==> src/rtl/twb_pkg.sv <==
package twb_pkg;

    localparam int BYTE_W    = 8;
    localparam int CNT_W     = $clog2(BYTE_W + 1);
    localparam int LINES     = 2;
    localparam int IDX_SDA   = 0;
    localparam int IDX_SCL   = 1;
    localparam logic [3:0] DEV_FAMILY = 4'b1010;

    typedef enum logic [2:0] {
        ST_IDLE,
        ST_ADDR,
        ST_AACK,
        ST_WDATA,
        ST_WACK,
        ST_RDATA,
        ST_RACK
    } twb_state_t;

    typedef struct packed {
        logic lvl;
        logic prev;
        logic rise;
        logic fall;
    } line_view_t;

    function automatic logic dev_match(input logic [BYTE_W-1:0] b,
                                       input logic [2:0]        strap);
        return (b[7:4] == DEV_FAMILY) && (b[3:1] == strap);
    endfunction

endpackage

==> src/rtl/twb_line_sync.sv <==
module twb_line_sync #(
    parameter int STAGES = 2
) (
    input  logic clk,
    input  logic rst,
    input  logic din,
    output twb_pkg::line_view_t view
);
    logic [STAGES-1:0] chain;
    logic              last;

    always_ff @(posedge clk) begin
        if (rst) begin
            chain <= '1;
            last  <= 1'b1;
        end else begin
            chain <= {chain[STAGES-2:0], din};
            last  <= chain[STAGES-1];
        end
    end

    always_comb begin
        view.lvl  = chain[STAGES-1];
        view.prev = last;
        view.rise = chain[STAGES-1] & ~last;
        view.fall = ~chain[STAGES-1] & last;
    end
endmodule

==> src/rtl/twb_cond_det.sv <==
module twb_cond_det (
    input  twb_pkg::line_view_t scl_v,
    input  twb_pkg::line_view_t sda_v,
    output logic                start_det,
    output logic                stop_det
);
    logic scl_steady_high;

    always_comb begin
        scl_steady_high = scl_v.lvl & scl_v.prev;
        start_det       = scl_steady_high & sda_v.fall;
        stop_det        = scl_steady_high & sda_v.rise;
    end
endmodule

==> src/rtl/twb_ctrl.sv <==
module twb_ctrl
    import twb_pkg::*;
(
    input  logic              clk,
    input  logic              rst,
    input  logic              scl_rise,
    input  logic              scl_fall,
    input  logic              sda_lvl,
    input  logic              start_det,
    input  logic              stop_det,
    input  logic [2:0]        strap_id,
    input  logic              ack_en,
    input  logic [BYTE_W-1:0] tx_byte,
    output logic              sda_pull,
    output logic              evt_start,
    output logic              evt_stop,
    output logic              addr_hit,
    output logic              rw_bit,
    output logic              rx_valid,
    output logic [BYTE_W-1:0] rx_byte,
    output logic              tx_req
);
    localparam logic [CNT_W-1:0] LAST_BIT = CNT_W'(BYTE_W - 1);
    localparam logic [CNT_W-1:0] FULL     = CNT_W'(BYTE_W);

    twb_state_t        state;
    logic [CNT_W-1:0]  bit_cnt;
    logic [BYTE_W-1:0] shreg;
    logic              mst_ack;

    assign rx_byte = shreg;

    always_ff @(posedge clk) begin
        if (rst) begin
            state     <= ST_IDLE;
            bit_cnt   <= '0;
            shreg     <= '0;
            mst_ack   <= 1'b0;
            sda_pull  <= 1'b0;
            rw_bit    <= 1'b0;
            evt_start <= 1'b0;
            evt_stop  <= 1'b0;
            addr_hit  <= 1'b0;
            rx_valid  <= 1'b0;
            tx_req    <= 1'b0;
        end else begin
            evt_start <= start_det;
            evt_stop  <= stop_det;
            addr_hit  <= 1'b0;
            rx_valid  <= 1'b0;
            tx_req    <= 1'b0;
            if (start_det) begin
                state    <= ST_ADDR;
                bit_cnt  <= '0;
                sda_pull <= 1'b0;
            end else if (stop_det) begin
                state    <= ST_IDLE;
                sda_pull <= 1'b0;
            end else begin
                unique case (state)
                    ST_ADDR, ST_WDATA: begin
                        if (scl_rise && bit_cnt != FULL) begin
                            shreg   <= {shreg[BYTE_W-2:0], sda_lvl};
                            bit_cnt <= bit_cnt + 1'b1;
                            if (bit_cnt == LAST_BIT && state == ST_WDATA)
                                rx_valid <= 1'b1;
                        end else if (scl_fall && bit_cnt == FULL) begin
                            if (state == ST_ADDR) begin
                                if (dev_match(shreg, strap_id)) begin
                                    sda_pull <= 1'b1;
                                    addr_hit <= 1'b1;
                                    rw_bit   <= shreg[0];
                                    state    <= ST_AACK;
                                end else begin
                                    state <= ST_IDLE;
                                end
                            end else if (ack_en) begin
                                sda_pull <= 1'b1;
                                state    <= ST_WACK;
                            end else begin
                                state <= ST_IDLE;
                            end
                        end
                    end
                    ST_AACK, ST_RACK: begin
                        if (scl_rise && state == ST_RACK) begin
                            mst_ack <= ~sda_lvl;
                        end else if (scl_fall) begin
                            bit_cnt <= '0;
                            if (state == ST_AACK && !rw_bit) begin
                                sda_pull <= 1'b0;
                                state    <= ST_WDATA;
                            end else if (state == ST_AACK || mst_ack) begin
                                shreg    <= tx_byte;
                                sda_pull <= ~tx_byte[BYTE_W-1];
                                tx_req   <= 1'b1;
                                state    <= ST_RDATA;
                            end else begin
                                sda_pull <= 1'b0;
                                state    <= ST_IDLE;
                            end
                        end
                    end
                    ST_WACK: begin
                        if (scl_fall) begin
                            sda_pull <= 1'b0;
                            bit_cnt  <= '0;
                            state    <= ST_WDATA;
                        end
                    end
                    ST_RDATA: begin
                        if (scl_rise && bit_cnt != FULL) begin
                            bit_cnt <= bit_cnt + 1'b1;
                        end else if (scl_fall) begin
                            if (bit_cnt == FULL) begin
                                sda_pull <= 1'b0;
                                state    <= ST_RACK;
                            end else begin
                                shreg    <= {shreg[BYTE_W-2:0], 1'b0};
                                sda_pull <= ~shreg[BYTE_W-2];
                            end
                        end
                    end
                    default: begin
                        sda_pull <= 1'b0;
                    end
                endcase
            end
        end
    end
endmodule

==> src/rtl/twb_slave_front.sv <==
module twb_slave_front
    import twb_pkg::*;
#(
    parameter int SYNC_STAGES = 2
) (
    input  logic              clk,
    input  logic              rst,
    input  logic              scl_in,
    input  logic              sda_in,
    input  logic [2:0]        strap_id,
    output logic              sda_pull,
    output logic              evt_start,
    output logic              evt_stop,
    output logic              addr_hit,
    output logic              rw_bit,
    output logic              rx_valid,
    output logic [BYTE_W-1:0] rx_byte,
    input  logic              ack_en,
    input  logic [BYTE_W-1:0] tx_byte,
    output logic              tx_req
);
    logic [LINES-1:0] raw;
    line_view_t       views [LINES];
    logic             start_det;
    logic             stop_det;
    logic             scl_fall;
    logic             scl_lvl;

    assign raw[IDX_SDA] = sda_in;
    assign raw[IDX_SCL] = scl_in;

    for (genvar g = 0; g < LINES; g++) begin : g_line
        twb_line_sync #(.STAGES(SYNC_STAGES)) u_sync (
            .clk  (clk),
            .rst  (rst),
            .din  (raw[g]),
            .view (views[g])
        );
    end

    assign scl_fall = views[IDX_SCL].fall;
    assign scl_lvl  = views[IDX_SCL].lvl;

    twb_cond_det u_cond (
        .scl_v     (views[IDX_SCL]),
        .sda_v     (views[IDX_SDA]),
        .start_det (start_det),
        .stop_det  (stop_det)
    );

    twb_ctrl u_ctrl (
        .clk       (clk),
        .rst       (rst),
        .scl_rise  (views[IDX_SCL].rise),
        .scl_fall  (scl_fall),
        .sda_lvl   (views[IDX_SDA].lvl),
        .start_det (start_det),
        .stop_det  (stop_det),
        .strap_id  (strap_id),
        .ack_en    (ack_en),
        .tx_byte   (tx_byte),
        .sda_pull  (sda_pull),
        .evt_start (evt_start),
        .evt_stop  (evt_stop),
        .addr_hit  (addr_hit),
        .rw_bit    (rw_bit),
        .rx_valid  (rx_valid),
        .rx_byte   (rx_byte),
        .tx_req    (tx_req)
    );
endmodule

==> config.mk <==
export PLATFORM = sky130hd
export DESIGN_NAME = twb_slave_front
export DESIGN_NICKNAME = d
export VERILOG_FILES = /design/src/rtl/twb_pkg.sv /design/src/rtl/twb_line_sync.sv /design/src/rtl/twb_cond_det.sv /design/src/rtl/twb_ctrl.sv /design/src/rtl/twb_slave_front.sv
export SDC_FILE = /design/constraint.sdc
export NUM_CORES = 1
export LEC_CHECK = 0
export BUFFER_PORTS_ARGS = -buffer_cell sky130_fd_sc_hd__buf_2
export CAP_MARGIN = 20
export CORE_ASPECT_RATIO = 0.9
export CORE_UTILIZATION = 59
export CTS_CLUSTER_SIZE = 16
export DETAILED_ROUTE_END_ITERATION = 10
export GPL_ROUTABILITY_DRIVEN = 0
export PLACE_DENSITY_LB_ADDON = 0.1
export RECOVER_POWER = 100
export SLEW_MARGIN = 20
export SYNTH_ARGS = -nofsm -noshare
export SYNTH_HDL_FRONTEND = slang
export SYNTH_SLANG_ARGS = --single-unit
export TNS_END_PERCENT = 50
==> constraint.sdc <==
create_clock -name clk -period 4.2 [get_ports clk]
set_input_delay 1.05 -clock clk [delete_from_list [all_inputs] [get_ports clk]]
set_output_delay 1.05 -clock clk [all_outputs]
set_load 0.005 [all_outputs]
==> flow_metrics.tcl <==
set metrics [dict create \
    r2r_slack_ns 1.60 \
    r2r_end "u_ctrl.rx_byte[7]$_SDFFE_PP0P_" \
    power_density_nw_per_um2 279 \
    syn_nets 227 \
    coreArea_um2 2770 \
    netlist_area_um2 1740 \
    vias 1572 \
    total_power_mw 0.535 \
    stdcell_count 274 \
    cts_num_sinks 29 \
    max-vdd-ir-drop_v 0.000205 \
    grt_use_total_pct 26.3 \
    hpwl_mm 2.77 \
    fmax_mhz 385 \
    rsz0062_at_grt "no" \
    row_count 18 \
    synth.avg_cell_area_um2 8.30 \
    antenna_left 0 \
    r2r_cells 4 \
    ys_seq_area_share_pct 33.5 \
    area_delta_synth_final_pct 10.5 \
    r2r_start "u_ctrl.state[0]$_SDFFE_PP0P_" \
    fin_util_pct 69.2 \
    holdCritPathClass "reg2reg" \
    worstPathArrival_ns 2.81 \
    place_area_um2 1880 \
    wl_per_cell_um 14.0 \
    synth_top_family_by_area "simple AND/OR/NAND/NOR gates" \
    ys_types 55 \
    dieArea_um2 3160 \
    start_util_pct 62.6 \
    cap_viol_max_count 0 \
    hold-path-endpoint "g_line[1].u_sync.chain[1]$_SDFF_PP1_" \
    dp_slack_ns 1.98 \
    synthSimpleGateAreaFrac_pct 31.5 \
    hold_path_depth 1 \
    synthArstFlopShare_pct 0 \
    synth-edff-count 0 \
    ioPinCount 31 \
    min_from "g_line[1].u_sync.chain[0]$_SDFF_PP1_" \
    fin_ws_ns 1.60 \
    hold_slack_ns 0.431 \
    critPathMaxFanout 20 \
    muxShareOfSynthArea_pct 8.36 \
    worst-slew-pin-transition_ns 1.19 \
    synth_top_area_cell "dfxtp_1" \
    root_buffer "clkbuf_4" \
    period_needed_ns 2.60 \
    grt-ovfl-total 0 \
    fin_skew_ns 0.00580 \
    synth_fa_ha_area_share_pct 1.44 \
    worstSetupStartpointType "flop" \
    wirelength_mm 3.83 \
    drtPass1Iterations 4 \
    synth_xor_area_share_pct 2.02 \
    cts_resized 0 \
    swShare_pct 25.0 \
    ys_ff_latch 29 \
    fin_area_um2 1920 \
    drive_gt1_share_pct 21.8 \
    grt_max_degree 32 \
    tns_ns 0 \
    antenna_found_initial 0 \
    clkTransAtPathRegs_ns 0.09 \
    drc 0 \
    htreeDepth 2 \
    intPower_mw 0.401 \
    fin_crit_sh_pct 61.9 \
    cts_setup_buffers 0 \
    die_width_um 59.2 \
    combPwrFrac_pct 9.8 \
    slew_violations 0 \
    finalHoldViolations 0 \
    first_global_vias 1318 \
    status "complete, no violations" \
    numPortBuffers 30 \
    drt_iter0_markers 86 \
    relSlewSlack_pct 20.6 \
    synthFlopType "dfxtp_1" \
    clockBufferDepth 2 \
    grt_pass1_wl_mm 6.13 \
    nets 251 \
    yosys_warnings 0 \
    cts-hold-fix-buffers 0 \
    p_seq_share_pct 54.0 \
    p_leak_nw 0.793 \
    critPathKind "reg2reg" \
    required_ns 4.41 \
    clock_insertion_delay_worst_skew_ns 0.32 \
    ys_top_cells_by_area "dfxtp_1, a21oi_1, mux2_4, nand2_1, nand2b_1" \
    yosysTopAreaCellShare_pct 33.5 \
    setup_viol 0 \
    cts_buffers 5 \
    placed_cells 266 \
    syn_inst 209 \
    switchingPower_mw 0.134 \
    synth_compound_area_share_pct 18.7 \
    viasPerCell 5.74 \
    num_antenna_cells 0 \
    final_common_cell "dfxtp_1" \
    worstSetupEndpointType "flop" \
    layout_common_cells "dfxtp_1, nand2_1, buf_2" \
    cts_tree "yes" \
    die_h_um 53.5 \
    p_clk_share_pct 36.1 \
]
## synth_stat cells, types with 2 or more instances
cell type	instances
a211oi_1	4
a21oi_1	21
and2_1	2
buf_2	6
clkbuf_1	6
dfxtp_1	29
ha_1	2
inv_1	5
mux2_4	7
mux2i_1	4
nand2_1	27
nand2b_1	11
nand3_1	3
nor2_1	9
nor2b_1	11
nor3_1	11
o21ai_1	5
or2_2	6
xor2_1	4
## kinds of logic (layout without fill, tap and decap cells)
group | Yosys count | in the layout
xor gates and xnor gates | 4 | 4
muxes | 11 | 11
AOI/OAI and AO/OA | 47 | 47
buffers and inverters | 18 | 43
DFF | 29 | 29
adders and majority gates | 2 | 2
and+or+nand+nor | 98 | 98
## power by group through the flow
stage	combinational, mW	clock [mW]	sequential, mW
detailed placement	0.0534	0	0.295
floorplan	0.0434	0	0.289
finish	0.0526	0.193	0.289
global placement	0.0521	0	0.294
global route	0.0583	0.208	0.290
CTS	0.0536	0.195	0.289
## metal layers
metal / share of wire, % / vias up / track usage (%)
met5: 0 / - / 0
met1: 46 / 724 / 37.3
met3: 7.0 / 5 / 6.11
li1: - / 781 / -
met4: 0.81 / 0 / 9.92
met2: 46 / 62 / 38.1
## critical path, stage by stage (launching register included)
cell and delay, ns:
dfxtp_1 0.70, nand2b_1 0.43, a21oi_1 0.07, o2111ai_1 0.93, mux2_4 0.36
## sequential cells by signal, indices dropped and copies added (netlist names)
name / count
u_ctrl.sda_pull: 1
u_ctrl.rx_byte: 8
u_ctrl.mst_ack: 1
u_ctrl.evt_stop: 1
u_ctrl.tx_req: 1
u_ctrl.addr_hit: 1
u_ctrl.state: 3
g_line.u_sync.chain: 4
g_line.u_sync.last: 2
u_ctrl.evt_start: 1
u_ctrl.rx_valid: 1
u_ctrl.bit_cnt: 4
u_ctrl.rw_bit: 1
## worst max path at each step
stage | from | to | slack (ns) | depth (start not counted)
global placement | strap_id[1] | u_ctrl.rw_bit$_SDFFE_PP0P_ | 2.09 | 5
CTS | u_ctrl.state[1]$_SDFFE_PP0P_ | u_ctrl.rx_byte[7]$_SDFFE_PP0P_ | 1.97 | 4
floorplan | rst | u_ctrl.rx_byte[1]$_SDFFE_PP0P_ | 2.20 | 4
global route | u_ctrl.state[0]$_SDFFE_PP0P_ | u_ctrl.rx_byte[1]$_SDFFE_PP0P_ | 1.45 | 4
finish | u_ctrl.state[0]$_SDFFE_PP0P_ | u_ctrl.rx_byte[7]$_SDFFE_PP0P_ | 1.60 | 4
detailed placement | u_ctrl.state[1]$_SDFFE_PP0P_ | u_ctrl.rx_byte[7]$_SDFFE_PP0P_ | 1.98 | 4
## final cells by class
class	instances	area, um2
clock buffers	7	65.1
clock inverters	1	5.00
fillers	242	852
inverters	5	18.8
multi-input cells	162	1060
flip-flops and latches	29	581
well taps	40	50.0
repair buffers	30	140
No activity file was read; power rests on OpenSTA's default activity.
